`src/rtl/dwc_pkg.sv`:
```
package dwc_pkg;
  localparam int NUM_WIPERS = 2;
  localparam int SLOTS = 4;
  localparam int IDX_W = $clog2(SLOTS);

  typedef enum logic [2:0] {
    OP_RD_WIPER = 3'd0,
    OP_WR_WIPER = 3'd1,
    OP_RD_SLOT  = 3'd2,
    OP_WR_SLOT  = 3'd3,
    OP_SAVE     = 3'd4,
    OP_LOAD     = 3'd5,
    OP_STEP_UP  = 3'd6,
    OP_STEP_DN  = 3'd7
  } op_e;

  typedef struct packed {
    logic             recall;
    logic             wrWiper;
    logic             ldWiper;
    logic             incr;
    logic             decr;
    logic             rdWiper;
    logic             rdSlot;
    logic             armStore;
    logic             armFromWiper;
    logic             commit;
    logic             sel;
    logic [IDX_W-1:0] idx;
  } strobe_t;
endpackage

```
`src/rtl/dwc_ctrl.sv`:
```
module dwc_ctrl
  import dwc_pkg::*;
#(
  parameter int WRITE_CYCLES = 8
) (
  input  logic             clk,
  input  logic             rst_n,
  input  logic             csN,
  input  logic             wpN,
  input  logic             cmdValid,
  input  logic [2:0]       cmdOp,
  input  logic             cmdWiper,
  input  logic [IDX_W-1:0] cmdReg,
  output strobe_t          strobe,
  output logic             busy
);
  localparam int CNT_W = (WRITE_CYCLES > 1) ? $clog2(WRITE_CYCLES) : 1;

  logic             recallQ;
  logic             csPrevQ;
  logic             pendQ;
  logic             busyQ;
  logic [CNT_W-1:0] cntQ;

  op_e  op;
  logic accept;
  logic storeOp;
  logic csRise;
  logic commitStart;
  logic busyDone;

  always_comb begin
    op          = op_e'(cmdOp);
    accept      = cmdValid && !csN && !recallQ;
    storeOp     = (op == OP_WR_SLOT) || (op == OP_SAVE);
    csRise      = csN && !csPrevQ;
    commitStart = csRise && pendQ;
    busyDone    = busyQ && (cntQ == '0);

    strobe              = '0;
    strobe.recall       = recallQ;
    strobe.wrWiper      = accept && (op == OP_WR_WIPER);
    strobe.ldWiper      = accept && (op == OP_LOAD);
    strobe.incr         = accept && (op == OP_STEP_UP);
    strobe.decr         = accept && (op == OP_STEP_DN);
    strobe.rdWiper      = accept && (op == OP_RD_WIPER);
    strobe.rdSlot       = accept && (op == OP_RD_SLOT);
    strobe.armStore     = accept && storeOp && wpN && !busyQ;
    strobe.armFromWiper = (op == OP_SAVE);
    strobe.commit       = busyDone;
    strobe.sel          = cmdWiper;
    strobe.idx          = cmdReg;
  end

  always_ff @(posedge clk or negedge rst_n) begin
    if (!rst_n) begin
      recallQ <= 1'b1;
      csPrevQ <= 1'b1;
      pendQ   <= 1'b0;
      busyQ   <= 1'b0;
      cntQ    <= '0;
    end else begin
      recallQ <= 1'b0;
      csPrevQ <= csN;
      if (strobe.armStore) pendQ <= 1'b1;
      else if (!csN && !wpN) pendQ <= 1'b0;
      else if (csRise) pendQ <= 1'b0;
      if (commitStart) begin
        busyQ <= 1'b1;
        cntQ  <= CNT_W'(WRITE_CYCLES - 1);
      end else if (busyQ) begin
        if (cntQ == '0) busyQ <= 1'b0;
        else cntQ <= cntQ - 1'b1;
      end
    end
  end

  assign busy = busyQ;

  // busy starts only on the clock right after chip select rose
  assert_commit_after_cs_R7: assert property (@(posedge clk) disable iff (!rst_n)
    $rose(busyQ) |-> ($past(csN) && !$past(csN, 2)));

  // write-protect low while selected leaves nothing to commit on the next edge
  assert_wp_cancel_R9: assert property (@(posedge clk) disable iff (!rst_n)
    (!csN && !wpN && !busyQ) |=> !$rose(busyQ));
endmodule

```
`src/rtl/dwc_datapath.sv`:
```
module dwc_datapath
  import dwc_pkg::*;
#(
  parameter int DATA_W = 8
) (
  input  logic                               clk,
  input  logic                               rst_n,
  input  strobe_t                            strobe,
  input  logic [DATA_W-1:0]                  cmdData,
  output logic [NUM_WIPERS-1:0][DATA_W-1:0]  wiperVal,
  output logic [DATA_W-1:0]                  rdData,
  output logic                               rdValid
);
  localparam logic [DATA_W-1:0] MAXV = '1;

  logic [NUM_WIPERS-1:0][DATA_W-1:0]            wiperQ;
  logic [NUM_WIPERS-1:0][SLOTS-1:0][DATA_W-1:0] slotQ;
  logic [DATA_W-1:0] pendDataQ;
  logic              pendSelQ;
  logic [IDX_W-1:0]  pendIdxQ;
  logic [DATA_W-1:0] rdDataQ;
  logic              rdValidQ;

  always_ff @(posedge clk or negedge rst_n) begin
    if (!rst_n) begin
      wiperQ   <= '0;
      rdDataQ  <= '0;
      rdValidQ <= 1'b0;
    end else begin
      rdValidQ <= strobe.rdWiper | strobe.rdSlot;
      if (strobe.rdWiper) rdDataQ <= wiperQ[strobe.sel];
      else if (strobe.rdSlot) rdDataQ <= slotQ[strobe.sel][strobe.idx];
      for (int w = 0; w < NUM_WIPERS; w++) begin
        if (strobe.recall) begin
          wiperQ[w] <= slotQ[w][0];
        end else if (int'(strobe.sel) == w) begin
          if (strobe.wrWiper) wiperQ[w] <= cmdData;
          else if (strobe.ldWiper) wiperQ[w] <= slotQ[w][strobe.idx];
          else if (strobe.incr && (wiperQ[w] != MAXV)) wiperQ[w] <= wiperQ[w] + 1'b1;
          else if (strobe.decr && (wiperQ[w] != '0)) wiperQ[w] <= wiperQ[w] - 1'b1;
        end
      end
    end
  end

  // Storage model: no reset, contents survive the power-up reset
  always_ff @(posedge clk) begin
    if (strobe.armStore) begin
      pendDataQ <= strobe.armFromWiper ? wiperQ[strobe.sel] : cmdData;
      pendSelQ  <= strobe.sel;
      pendIdxQ  <= strobe.idx;
    end
    if (strobe.commit) slotQ[pendSelQ][pendIdxQ] <= pendDataQ;
  end

  assign wiperVal = wiperQ;
  assign rdData   = rdDataQ;
  assign rdValid  = rdValidQ;

  // slots only move on a commit strobe from control
  assert_slot_hold_R7: assert property (@(posedge clk) disable iff (!rst_n)
    !strobe.commit |=> $stable(slotQ));

  // stepping up at full scale stays at full scale
  assert_sat_up_R5: assert property (@(posedge clk) disable iff (!rst_n)
    (strobe.incr && !strobe.recall && (wiperQ[strobe.sel] == MAXV))
      |=> (wiperQ[$past(strobe.sel)] == MAXV));

  // a wiper write lands on the next edge
  assert_wr_wiper_R3: assert property (@(posedge clk) disable iff (!rst_n)
    (strobe.wrWiper && !strobe.recall) |=> (wiperQ[$past(strobe.sel)] == $past(cmdData)));
endmodule

```
`src/rtl/dwc_tap_decode.sv`:
```
module dwc_tap_decode #(
  parameter int DATA_W = 8
) (
  input  logic                   clk,
  input  logic                   rst_n,
  input  logic [DATA_W-1:0]      value,
  output logic [(1<<DATA_W)-1:0] tap
);
  localparam int TAPS = 1 << DATA_W;

  assign tap = {{(TAPS-1){1'b0}}, 1'b1} << value;

  // exactly one tap closed at a time
  assert_onehot_R1: assert property (@(posedge clk) disable iff (!rst_n)
    $countones(tap) == 1);
endmodule

```
`src/rtl/dual_wiper_ctrl.sv`:
```
module dual_wiper_ctrl
  import dwc_pkg::*;
#(
  parameter int DATA_W       = 8,
  parameter int WRITE_CYCLES = 8
) (
  input  logic                   clk,
  input  logic                   rst_n,
  input  logic                   csN,
  input  logic                   wpN,
  input  logic                   cmdValid,
  input  logic [2:0]             cmdOp,
  input  logic                   cmdWiper,
  input  logic [IDX_W-1:0]       cmdReg,
  input  logic [DATA_W-1:0]      cmdData,
  output logic [DATA_W-1:0]      rdData,
  output logic                   rdValid,
  output logic                   busy,
  output logic [(1<<DATA_W)-1:0] tapSel0,
  output logic [(1<<DATA_W)-1:0] tapSel1
);
  localparam int TAPS = 1 << DATA_W;

  strobe_t                           strobe;
  logic [NUM_WIPERS-1:0][DATA_W-1:0] wiperVal;
  logic [NUM_WIPERS-1:0][TAPS-1:0]   tapArr;

  dwc_ctrl #(.WRITE_CYCLES(WRITE_CYCLES)) u_ctrl (
    .clk(clk), .rst_n(rst_n), .csN(csN), .wpN(wpN),
    .cmdValid(cmdValid), .cmdOp(cmdOp), .cmdWiper(cmdWiper), .cmdReg(cmdReg),
    .strobe(strobe), .busy(busy)
  );

  dwc_datapath #(.DATA_W(DATA_W)) u_dp (
    .clk(clk), .rst_n(rst_n), .strobe(strobe), .cmdData(cmdData),
    .wiperVal(wiperVal), .rdData(rdData), .rdValid(rdValid)
  );

  for (genvar i = 0; i < NUM_WIPERS; i++) begin : g_tap
    dwc_tap_decode #(.DATA_W(DATA_W)) u_dec (
      .clk(clk), .rst_n(rst_n), .value(wiperVal[i]), .tap(tapArr[i])
    );
  end

  assign tapSel0 = tapArr[0];
  assign tapSel1 = tapArr[1];
endmodule

```
`config.mk`:
```
export PLATFORM = sky130hd
export DESIGN_NAME = dual_wiper_ctrl
export DESIGN_NICKNAME = d
export VERILOG_FILES = /design/src/rtl/dwc_pkg.sv /design/src/rtl/dwc_ctrl.sv /design/src/rtl/dwc_datapath.sv /design/src/rtl/dwc_tap_decode.sv /design/src/rtl/dual_wiper_ctrl.sv
export SDC_FILE = /design/constraint.sdc
export NUM_CORES = 1
export LEC_CHECK = 0
export BUFFER_PORTS_ARGS = -buffer_cell sky130_fd_sc_hd__buf_2
export CORE_AREA = 10 10 205 207
export CTS_CLUSTER_DIAMETER = 150
export DETAILED_ROUTE_END_ITERATION = 8
export DIE_AREA = 0 0 215 217
export GPL_TIMING_DRIVEN = 1
export HOLD_SLACK_MARGIN = 0.15
export PLACE_DENSITY = 0.6
export SETUP_SLACK_MARGIN = 0.3
export SYNTH_ARGS = -nofsm -noshare
export SYNTH_HDL_FRONTEND = slang
export SYNTH_HIERARCHICAL = 1
export SYNTH_SLANG_ARGS = --single-unit
```
`constraint.sdc`:
```
create_clock -name clk -period 2.7 [get_ports clk]
set_clock_uncertainty 0.05 [all_clocks]
set_input_delay 0.27 -clock clk [delete_from_list [all_inputs] [get_ports clk]]
set_output_delay 0.27 -clock clk [all_outputs]
set_load 0.02 [all_outputs]
```
==> results of run 1 <==
==> critical path: stages (launching register included) <==
cell and delay (ns):
dfstp_2 0.53, nand3b_1 0.17, nor3_4 0.06, buf_12 0.13, buf_4 0.13, buf_6 0.11
o21ai_4 0.10, ha_4 0.26, a211oi_2 0.23, nor2_2 0.10, o21ai_2 0.16, mux2i_1 0.22
a21oi_1 0.10, a21oi_1 0.13
==> state kept, by name, summed over array words and instances (netlist names) <==
| register | count |
|---|---|
| u_dp/slotQ | 64 |
| u_dp/wiperVal | 16 |
| u_dp/pendDataQ | 8 |
| u_dp/rdData | 8 |
| u_ctrl/cntQ | 3 |
| u_dp/pendIdxQ | 2 |
| u_ctrl/busy | 1 |
| u_ctrl/csPrevQ | 1 |
| u_ctrl/pendQ | 1 |
| u_ctrl/recallQ | 1 |
| u_dp/pendSelQ | 1 |
| u_dp/rdValid | 1 |
==> layout make-up <==
type                       count  area (um^2)
clock inverter                 7        102.6
sequential                   107         3069
tap                          518        648.1
multi-input combinational   1001         7714
timing repair buffer         690         5065
inverter                       9        33.78
fill                        3684        21250
clock buffer                   9        225.2
==> cell families (layout without fill, tap and decap cells) <==
kind of cell | count (synthesis) | after routing | share of synthesized area, %
XOR/XNOR | 7 | 7 | 0.5918
multiplexers | 53 | 53 | 9.034
AND/OR/NAND/NOR | 807 | 807 | 43.10
AO/OA/AOI/OAI | 114 | 115 | 6.945
other | 1 | 1 | 0.03620
adder cells (fa/ha/maj) | 18 | 18 | 2.319
buffers and inverters | 168 | 715 | 8.478
flip-flops | 107 | 107 | 29.49
==> worst max path at each step <==
| stage | start | slack [ns] | cells past startpoint | endpoint |
|---|---|---|---|---|
| 4_1_cts | u_ctrl/recallQ | 0.13 | 11 | u_dp/wiperVal[13] |
| 6_report | u_ctrl/recallQ | 0.13 | 13 | u_dp/wiperVal[5] |
| 2_1_floorplan | u_ctrl/recallQ | 0.23 | 10 | u_dp/wiperVal[13] |
| 3_5_place_dp | csN | -0.07 | 11 | u_dp/wiperVal[13] |
| 5_1_grt | u_ctrl/recallQ | 0.01 | 13 | u_dp/wiperVal[7] |
| 3_3_place_gp | csN | -0.01 | 11 | u_dp/wiperVal[13] |
==> what timing repair did <==
| item | in CTS | in global routing |
|---|---|---|
| gates resized for setup | 182 | 290 |
| pin swaps | 25 | 77 |
| buffers inserted | 31 | 42 |
| endpoints found under the hold margin | 31 | 0 |
| hold buffers | 2 | 0 |
| gates cloned | 8 | 6 |
| setup endpoints to repair | 219 | 281 |
==> layout by cell type, fill, tap and decap left out, types with 10 or more instances in the layout <==
master,n
or4b_4,38
ha_4,10
o22ai_1,13
mux4_2,32
buf_12,32
buf_2,430
nor4_1,20
mux2i_1,17
nand2_1,43
edfxtp_1,75
o21ai_0,18
nand4_1,12
or4_4,16
buf_6,68
nor2_4,50
nand2b_1,22
nor2_2,27
nor3_1,48
buf_4,139
nor2_1,368
nor4_2,16
dfrtp_1,19
a21oi_1,25
dfrtp_2,11
clkbuf_16,15
nor3_2,13
nand4b_1,28
nand4bb_1,34
==> metrics by stage <==
step                setup TNS, ns  instances  utilization (%)
global route                    0       2341            44.24
floorplan                       0       1275                -
finish                          0       2341            44.24
global placement         -0.01221       2236            35.78
CTS                             0       2293            39.85
detailed placement        -0.1221       2236            35.78
==> power by group through the flow <==
stage	logic [W]	registers, W	clock network (W)
global route	0.00371	0.00196	0.00150
detailed placement	0.00256	0.00198	0
CTS	0.00294	0.00194	0.00144
floorplan	0.00171	0.00202	0
finish	0.00354	0.00195	0.00141
global placement	0.00252	0.00198	0
==> per-layer routing <==
metal,up-vias,wire length [um]
li1,5693,-
met1,6610,24120
met2,830,28960
met3,88,5607
met4,0,1331
met5,-,0
==> impl_metrics.ini, run 1 <==
[cells_and_area]
syn2layout_area_growth_pct = 62.72
drive_above_1_share_pct = 54.20
fin_area_mm2 = 0.01686
n_antenna_cell = 0
layout.nets = 1855

[setup_path]
crit_type = flop to flop
worstPathRequired_ns = 2.92
worstReg2RegEnd = u_dp/wiperVal[5]
cp-start-kind = flop
arrival_ns = 2.79
cp_max_fo = 4
r2r_slack_ns = 0.13
reg2reg_depth = 13
r2r-start = u_ctrl/recallQ
endpoint_kind = flop

[synth]
synth-async-reset-ratio_pct = 29.91
ys_top_cells_by_count = nor2_1 (445), buf_2 (83), edfxtp_1 (75), nor3_1 (66), clkbuf_1 (47)
synth.top_cell.area_share_pct = 21.74
synth_area_per_cell_um2 = 8.125
synth_edf_count = 75
syn_nets = 1312
ys.flop_type = edfxtp_1
ys_seq_area_share_pct = 29.49
yosysTopAreaCell = edfxtp_1
synth-seq-cells = 107
ys_warn_count = 6
post-synth-top-count-cell = nor2_1
postSynthCellCount = 1275
synth.distinct_cells = 71
syn_area_mm2 = 0.01036
synth.area.top_cells = edfxtp_1 (22%), nor2_1 (16%), dfrtp_1 (7.2%), mux4_2 (7.0%), nand4bb_1 (5.0%)

[die]
core_area_mm2 = 0.03811
die_height_um = 217
rows = 72
io-pin-count = 541
dieArea_mm2 = 0.04666
start_util_pct = 27.19
dieWidth_um = 215

[clocking]
cts_num_sinks = 107
htree_levels = 3
clock_latency_ns = 0.35
clk_pin_slew_ns = 0.08
cts_root_buf = clkbuf_16
clockBufferDepth = 2
cts_made_buffers = 9
cts_tree = built

[pwr]
pwr-share-seq_pct = 28.2
p_int_w = 0.003957
irDropWorstVdd_uv = 358.1
p_sw_w = 0.002935
sw_frac_of_total_pct = 42.59
power_w = 0.006893
p_per_area_mw_per_mm2 = 408.9
p_clk_share_pct = 20.5
comb_power_share_pct = 51.3
leakage_nw = 7.082

[global_route]
use_met3_pct = 5.062
grt_max_degree = 66
grt_busiest_layer = met2
grt.overflow.total = 0
grtUsageTotal_pct = 22.65
grt_use_met2_pct = 37.40
grt_pass1_vias = 12010
grt_pass1_wl_mm = 83.11
antenna_found_initial = 0
gr-usage-met1_pct = 29.61

[sta]
setup_slack_ns = 0.1312
drv_slew = 0
finalHoldViolCount = 0
relSlewSlack_pct = 44.77
fin_hold_ws_ns = 0.2258
rsz0062_at_grt = true
setup-violations-final = 0
min_period_ns = 2.569
worst_pin_slew_ns = 0.8284
period_share_pct = 95.14
fmax_mhz = 389.3

[place]
pre_cts_slack_ns = -0.07005
numPortBuffers = 540
gp_congestion = 1.006
place_area_mm2 = 0.01364
place_hpwl_mm = 42.56

[detailed_routing]
via_per_inst = 5.648
wl_per_cell_um = 25.64
drt_iter0_markers = 1402
drt-pass1-iter-count = 6
route.detailed.drc = 0
num_vias = 13220
finalWirelength_mm = 60.02
drtAntennaViolNets = 0

[run]
drv_cap = 0

[hold_path]
hp-class = input port to flop
hold_end = u_ctrl/pendQ
holdPathStages = 3
min_from = wpN

[outcome]
status = completed
(Power assumes the default switching activity.)
==> run 2: changes to the inputs <==
- clock period: 2.7 -> 2.1 ns (I/O delays scaled with it)
==> run 2 against run 1 <==
The flow now finishes with violations (setup timing). Wire length rose by 42%. Hold slack worse by 0.060 ns. Critical path depth shrank 5. Critical path type is now flop to primary output. Critical endpoint is now tapSel0[207]. Largest cell class is now non-clock buffers. Highest routed layer unchanged.
==> impl_metrics.ini, run 2 (same netlist as run 1, synthesis figures left out) <==
[cells_and_area]
largest_reg_flops = 64
drive_above_1_share_pct = 83.05
layout.nets = 2274
final_cell_mix = buf_6 (585), nor2_4 (380), buf_4 (284), buf_12 (108), edfxtp_1 (75)
fill_cells = 2029
syn2layout_area_growth_pct = 181.2
largest_register = u_dp/slotQ
final_common_cell = buf_6
n_antenna_cell = 0

[die]
io-pin-count = 541
core_area_mm2 = 0.03811
die_height_um = 217
start_util_pct = 27.19
rows = 72
dieArea_mm2 = 0.04666
dieWidth_um = 215

[clocking]
cts_num_sinks = 107
clockBufferDepth = 2
cts_root_buf = clkbuf_16
cts_made_buffers = 9
clock_latency_ns = 0.35
cts_tree = built
clk_pin_slew_ns = 0.07
htree_levels = 3

[global_route]
grt_pass1_vias = 13970
grt_max_degree = 33
grt_pass1_wl_mm = 92.67
grt.overflow.total = 0
antenna_found_initial = 0
grtUsageTotal_pct = 25.13

[sta]
period_share_pct = 121.9
relSlewSlack_pct = 45.30
worst_pin_slew_ns = 0.8205
setup_slack_ns = -0.4595
drv_slew = 0
setup-violations-final = 518
min_period_ns = 2.560
finalHoldViolCount = 0
fmax_mhz = 390.7
rsz0062_at_grt = true
fin_hold_ws_ns = 0.1656

[outcome]
failed_checks = setup timing
status = finished with violations

[setup_path]
worst_path_most_repeated_cell = buf_12
worstPathRequired_ns = 1.84
endpoint_kind = primary output
crit_chain = buf_6 > buf_12 > buf_12 > buf_8 > buf_16 > nand4b_1 > nor2_1 > buf_4
arrival_ns = 2.30
critPathTopFamily = buffers and inverters
cp.buffers_inverters = 6
crit_type = flop to primary output
cp_max_fo = 5
cp-start-kind = flop
cpPeakStageDelay_ns = 0.48
cp_slowest_cell = dfrtp_2

[place]
gp_congestion = 0.9726
numPortBuffers = 540
place_hpwl_mm = 44.32
pre_cts_slack_ns = -0.4494

[hold_path]
hp-class = input port to flop

[detailed_routing]
via_per_inst = 5.798
num_vias = 16000
drt_iter0_markers = 1389
wl_per_cell_um = 30.86
route.detailed.drc = 0
drtAntennaViolNets = 0
drt-pass1-iter-count = 5
finalWirelength_mm = 85.17

[pwr]
p_per_area_mw_per_mm2 = 468.4
leakage_nw = 11.14
irDropWorstVdd_uv = 410.1

[run]
drv_cap = 0
run 2: changes by cell type in the layout (fill, tap and decap cells not counted), moves of 24 or more:
cell | previous run | this run
nor3_4 | 7 | 59
buf_6 | 68 | 585
nor3_1 | 48 | 4
buf_2 | 430 | 30
nand4bb_4 | 6 | 38
buf_4 | 139 | 284
nand4bb_1 | 34 | 10
buf_8 | 4 | 43
buf_12 | 32 | 108
nor2_4 | 50 | 380
nor4_4 | 5 | 40
nor2_1 | 368 | 51
run 2: layout make-up:
type | count | area (um^2) | area share (%)
Timing Repair Buffer | 1109 | 13200 | 45.30
Multi-Input combinational cell | 1001 | 11870 | 40.73
Clock buffer | 10 | 239.0 | 0.8204
Tap cell | 518 | 648.1 | 2.225
Inverter | 9 | 33.78 | 0.1160
Sequential cell | 107 | 3075 | 10.56
Clock inverter | 6 | 72.57 | 0.2491
run 2: report_power, final:
part	switching [W]	leakage (nW)	internal, W
combinational	0.00487	9.95	0.00451
clock	0.000782	0.150	0.000970
sequential	0.000128	1.05	0.00238
run 2: path summary, 6_finish.rpt:
kind,from,slack [ns],cells past startpoint,end
min in group asynchronous,rst_n,0.47,2,u_ctrl/cntQ[2]
hold reg to reg,u_ctrl/pendQ,0.44,1,u_ctrl/pendQ
max in group asynchronous,rst_n,0.95,2,u_dp/wiperVal[12]
setup / recovery,u_dp/wiperVal[5],-0.46,8,tapSel0[207]
setup reg to reg,u_ctrl/recallQ,-0.37,10,u_dp/wiperVal[6]
hold / removal,wpN,0.17,3,u_ctrl/pendQ
run 2: metrics by stage:
step / cells / power [W] / TNS [ns] / util [%] / instance area [um^2]
after detailed placement: 2420 / 0.007091 / -4.884 / 46.11 / 17570
after CTS: 2555 / 0.01050 / -83.33 / 56.72 / 21610
after floorplan: 1275 / 0.005715 / -4.487 / - / 13100
final: 2760 / 0.01364 / -101.85 / 76.44 / 29130
after global routing: 2760 / 0.01402 / -120.61 / 76.44 / 29130
after global placement: 2420 / 0.007009 / -4.214 / 46.11 / 17570
run 2: worst reg2reg max path: cells and delay by family, from the launching register on:
| kind | cells | cell delay (ns) |
|---|---|---|
| AOI/OAI and AO/OA | 5 | 0.73 |
| and+or+nand+nor | 3 | 0.71 |
| DFF | 1 | 0.37 |
| adders and majority gates | 1 | 0.39 |
| buffers and inverters | 1 | 0.15 |
run 2: what timing repair did:
| action | in CTS | in global routing |
|---|---|---|
| gates cloned | 28 | 32 |
| resized for setup | 613 | 1439 |
| pin swaps | 125 | 311 |
| setup buffers | 89 | 173 |
| endpoints found under the setup margin | 571 | 600 |
| hold endpoints to repair | 31 | 0 |
| hold buffers | 2 | 0 |
run 2: metal layers:
layer | up-vias | part of all wire, % | wire length, um | track usage, %
met1 | 8052 | 36 | 30710 | 30.52
met2 | 1032 | 51 | 43050 | 44.80
met5 | - | 0 | 0 | 0
met3 | 331 | 7.2 | 6149 | 4.632
li1 | 6587 | - | - | -
met4 | 0 | 6.2 | 5272 | 6.642
==> run 3: changes to the inputs <==
- CORE_AREA: 10 10 205 207 -> 10 10 203 205
- CTS_CLUSTER_SIZE: not set -> 24
- DIE_AREA: 0 0 215 217 -> 0 0 213 215
- PLACE_DENSITY: 0.6 -> 0.59
- clock period: 2.1 -> 3.1 ns (I/O delays scaled with it)
==> run 3 against run 2 <==
The flow now finishes without violations. Die area shrank 1.8%. Wire length shrank 38%. Hold slack gained 0.10 ns. Cell count shrank 20%. First-iteration DRC count is essentially flat. Final area shrank 53%. Non-clock buffer count shrank 517. Utilization shrank 40 points. Count of clock-buffer cells in the layout shrank 1. Sequential cell count is the same. Worst setup slack gained 0.77 ns. Highest routed layer unchanged.
==> impl_metrics.ini, run 3 (same netlist as run 1, synthesis figures left out) <==
[clocking]
cts_tree = built
clk_pin_slew_ns = 0.09
cts_made_buffers = 9
clock_latency_ns = 0.35
htree_levels = 3
clockBufferDepth = 2
cts_num_sinks = 107
cts_root_buf = clkbuf_16

[cells_and_area]
largest_reg_flops = 64
fin_cells = 2198
fill_cells = 3847
final_core_util_pct = 36.87
layout.nets = 1756
multiInputGateArea_mm2 = 0.006472
drive_above_1_share_pct = 40.72
largest_register = u_dp/slotQ
syn2layout_area_growth_pct = 32.46
final_cell_mix = buf_2 (540), nor2_1 (445), edfxtp_1 (75), nor3_1 (64), nand4bb_1 (45)
seq_area_mm2 = 0.003067
final_common_cell = buf_2
n_antenna_cell = 0

[die]
dieArea_mm2 = 0.04580
die_height_um = 215
rows = 71
start_util_pct = 27.83
io-pin-count = 541
core_area_mm2 = 0.03722
dieWidth_um = 213

[detailed_routing]
drt-pass1-iter-count = 6
num_vias = 12180
route.detailed.drc = 0
via_per_inst = 5.543
drtAntennaViolNets = 0
finalWirelength_mm = 52.77
drt_iter0_markers = 1388
wl_per_cell_um = 24.01

[setup_path]
cp_max_fo = 35
crit_type = flop to primary output
cp.buffers_inverters = 2
cpPeakStageDelay_ns = 0.71
critPathTopFamily = simple AND/OR/NAND/NOR gates
cp-start-kind = flop
arrival_ns = 2.43
endpoint_kind = primary output
crit_chain = buf_12 > or4b_1 > nor3_1 > buf_2
cp_slowest_cell = or4b_1
worstPathRequired_ns = 2.74

[global_route]
use_met3_pct = 5.050
grtUsageTotal_pct = 21.02
grt_max_degree = 66
grt_pass1_vias = 11150
grt_use_met2_pct = 35.35
grt_busiest_layer = met2
antenna_found_initial = 0
gr-usage-met1_pct = 26.28
grt_pass1_wl_mm = 75.15
grt.overflow.total = 0

[pwr]
p_per_area_mw_per_mm2 = 368.6
irDropWorstVdd_uv = 322.9
leakage_nw = 6.113
sw_frac_of_total_pct = 42.86
p_sw_w = 0.002168
p_int_w = 0.002890
pwr-share-seq_pct = 33.4
power_w = 0.005058
comb_power_share_pct = 43.6
p_clk_share_pct = 22.9

[sta]
rsz0062_at_grt = true
finalHoldViolCount = 0
min_period_ns = 2.787
relSlewSlack_pct = 43.80
worst_pin_slew_ns = 0.8431
period_share_pct = 89.92
finalSetupTns_ns = 0
setup_slack_ns = 0.3125
fmax_mhz = 358.7
setup-violations-final = 0
drv_slew = 0

[place]
dpl.cell_count = 2180
place_hpwl_mm = 41.58
gp_congestion = 0.9322
numPortBuffers = 540
pre_cts_slack_ns = 0.1703

[run]
drv_cap = 0

[hold_path]
hp-class = input port to flop

[outcome]
status = completed
## run 3: cell count changes in the layout (fill, tap and decap cells not counted), sizes merged
| cell | previous run | this run |
|---|---|---|
| buf | 1079 | 590 |
| clkbuf | 38 | 9 |
| bufinv | 1 | 0 |
| clkinv | 2 | 4 |
| or2 | 4 | 3 |
## run 3: power groups by stage
stage,combinational (W),clock [W],sequential (W)
CTS,0.00218,0.00118,0.00169
global route,0.00237,0.00123,0.00170
global placement,0.00213,0,0.00172
finish,0.00221,0.00116,0.00169
floorplan,0.00148,0,0.00176
detailed placement,0.00216,0,0.00172
## run 3: metal layers
| layer | routed length [um] | share of wire (%) |
|---|---|---|
| met3 | 5100 | 9.7 |
| met2 | 25370 | 48 |
| met1 | 21030 | 40 |
| met5 | 0 | 0 |
| met4 | 1269 | 2.4 |
## run 3: worst register-to-register path, delay by kind of cell (launching register included)
| family | cells | cell delay [ns] |
|---|---|---|
| buffers and inverters | 1 | 0.20 |
| AND/OR/NAND/NOR | 3 | 0.71 |
| adder cells (fa/ha/maj) | 1 | 0.45 |
| flip-flops | 1 | 0.37 |
| AO/OA/AOI/OAI | 5 | 0.87 |
## run 3: path summary, 6_finish.rpt
kind / start / to / slack, ns / cells past startpoint
hold / removal: wpN / u_ctrl/pendQ / 0.27 / 3
hold reg to reg: u_ctrl/pendQ / u_ctrl/pendQ / 0.43 / 1
min in group asynchronous: rst_n / u_ctrl/cntQ[1] / 0.55 / 2
setup / recovery: u_dp/wiperVal[14] / tapSel1[137] / 0.31 / 4
setup reg to reg: u_ctrl/recallQ / u_dp/wiperVal[6] / 0.40 / 10
max in group asynchronous: rst_n / u_dp/wiperVal[3] / 1.86 / 2
## run 3: layout make-up
class | instances | share of cell area (%)
repair buffers | 592 | 23.70
well taps | 474 | 4.322
flip-flops and latches | 107 | 22.35
inverters | 9 | 0.2462
clock buffers | 9 | 1.641
multi-input cells | 1000 | 47.16
clock inverters | 7 | 0.5835
## run 3: metrics by stage
| step | instance area (um^2) | hold WS, ns |
|---|---|---|
| final | 13720 | 0.2665 |
| after global placement | 13360 | 0.3996 |
| after floorplan | 10360 | -0.03559 |
| after global routing | 13720 | 0.2774 |
| after CTS | 13700 | 0.2561 |
| after detailed placement | 13360 | 0.4028 |
## run 3: repair_timing
item,CTS,global route
setup buffers,0,0
gates cloned,0,0
endpoints found under the setup margin,5,27
resized for setup,4,6
hold buffers,2,0
hold endpoints to repair,31,0
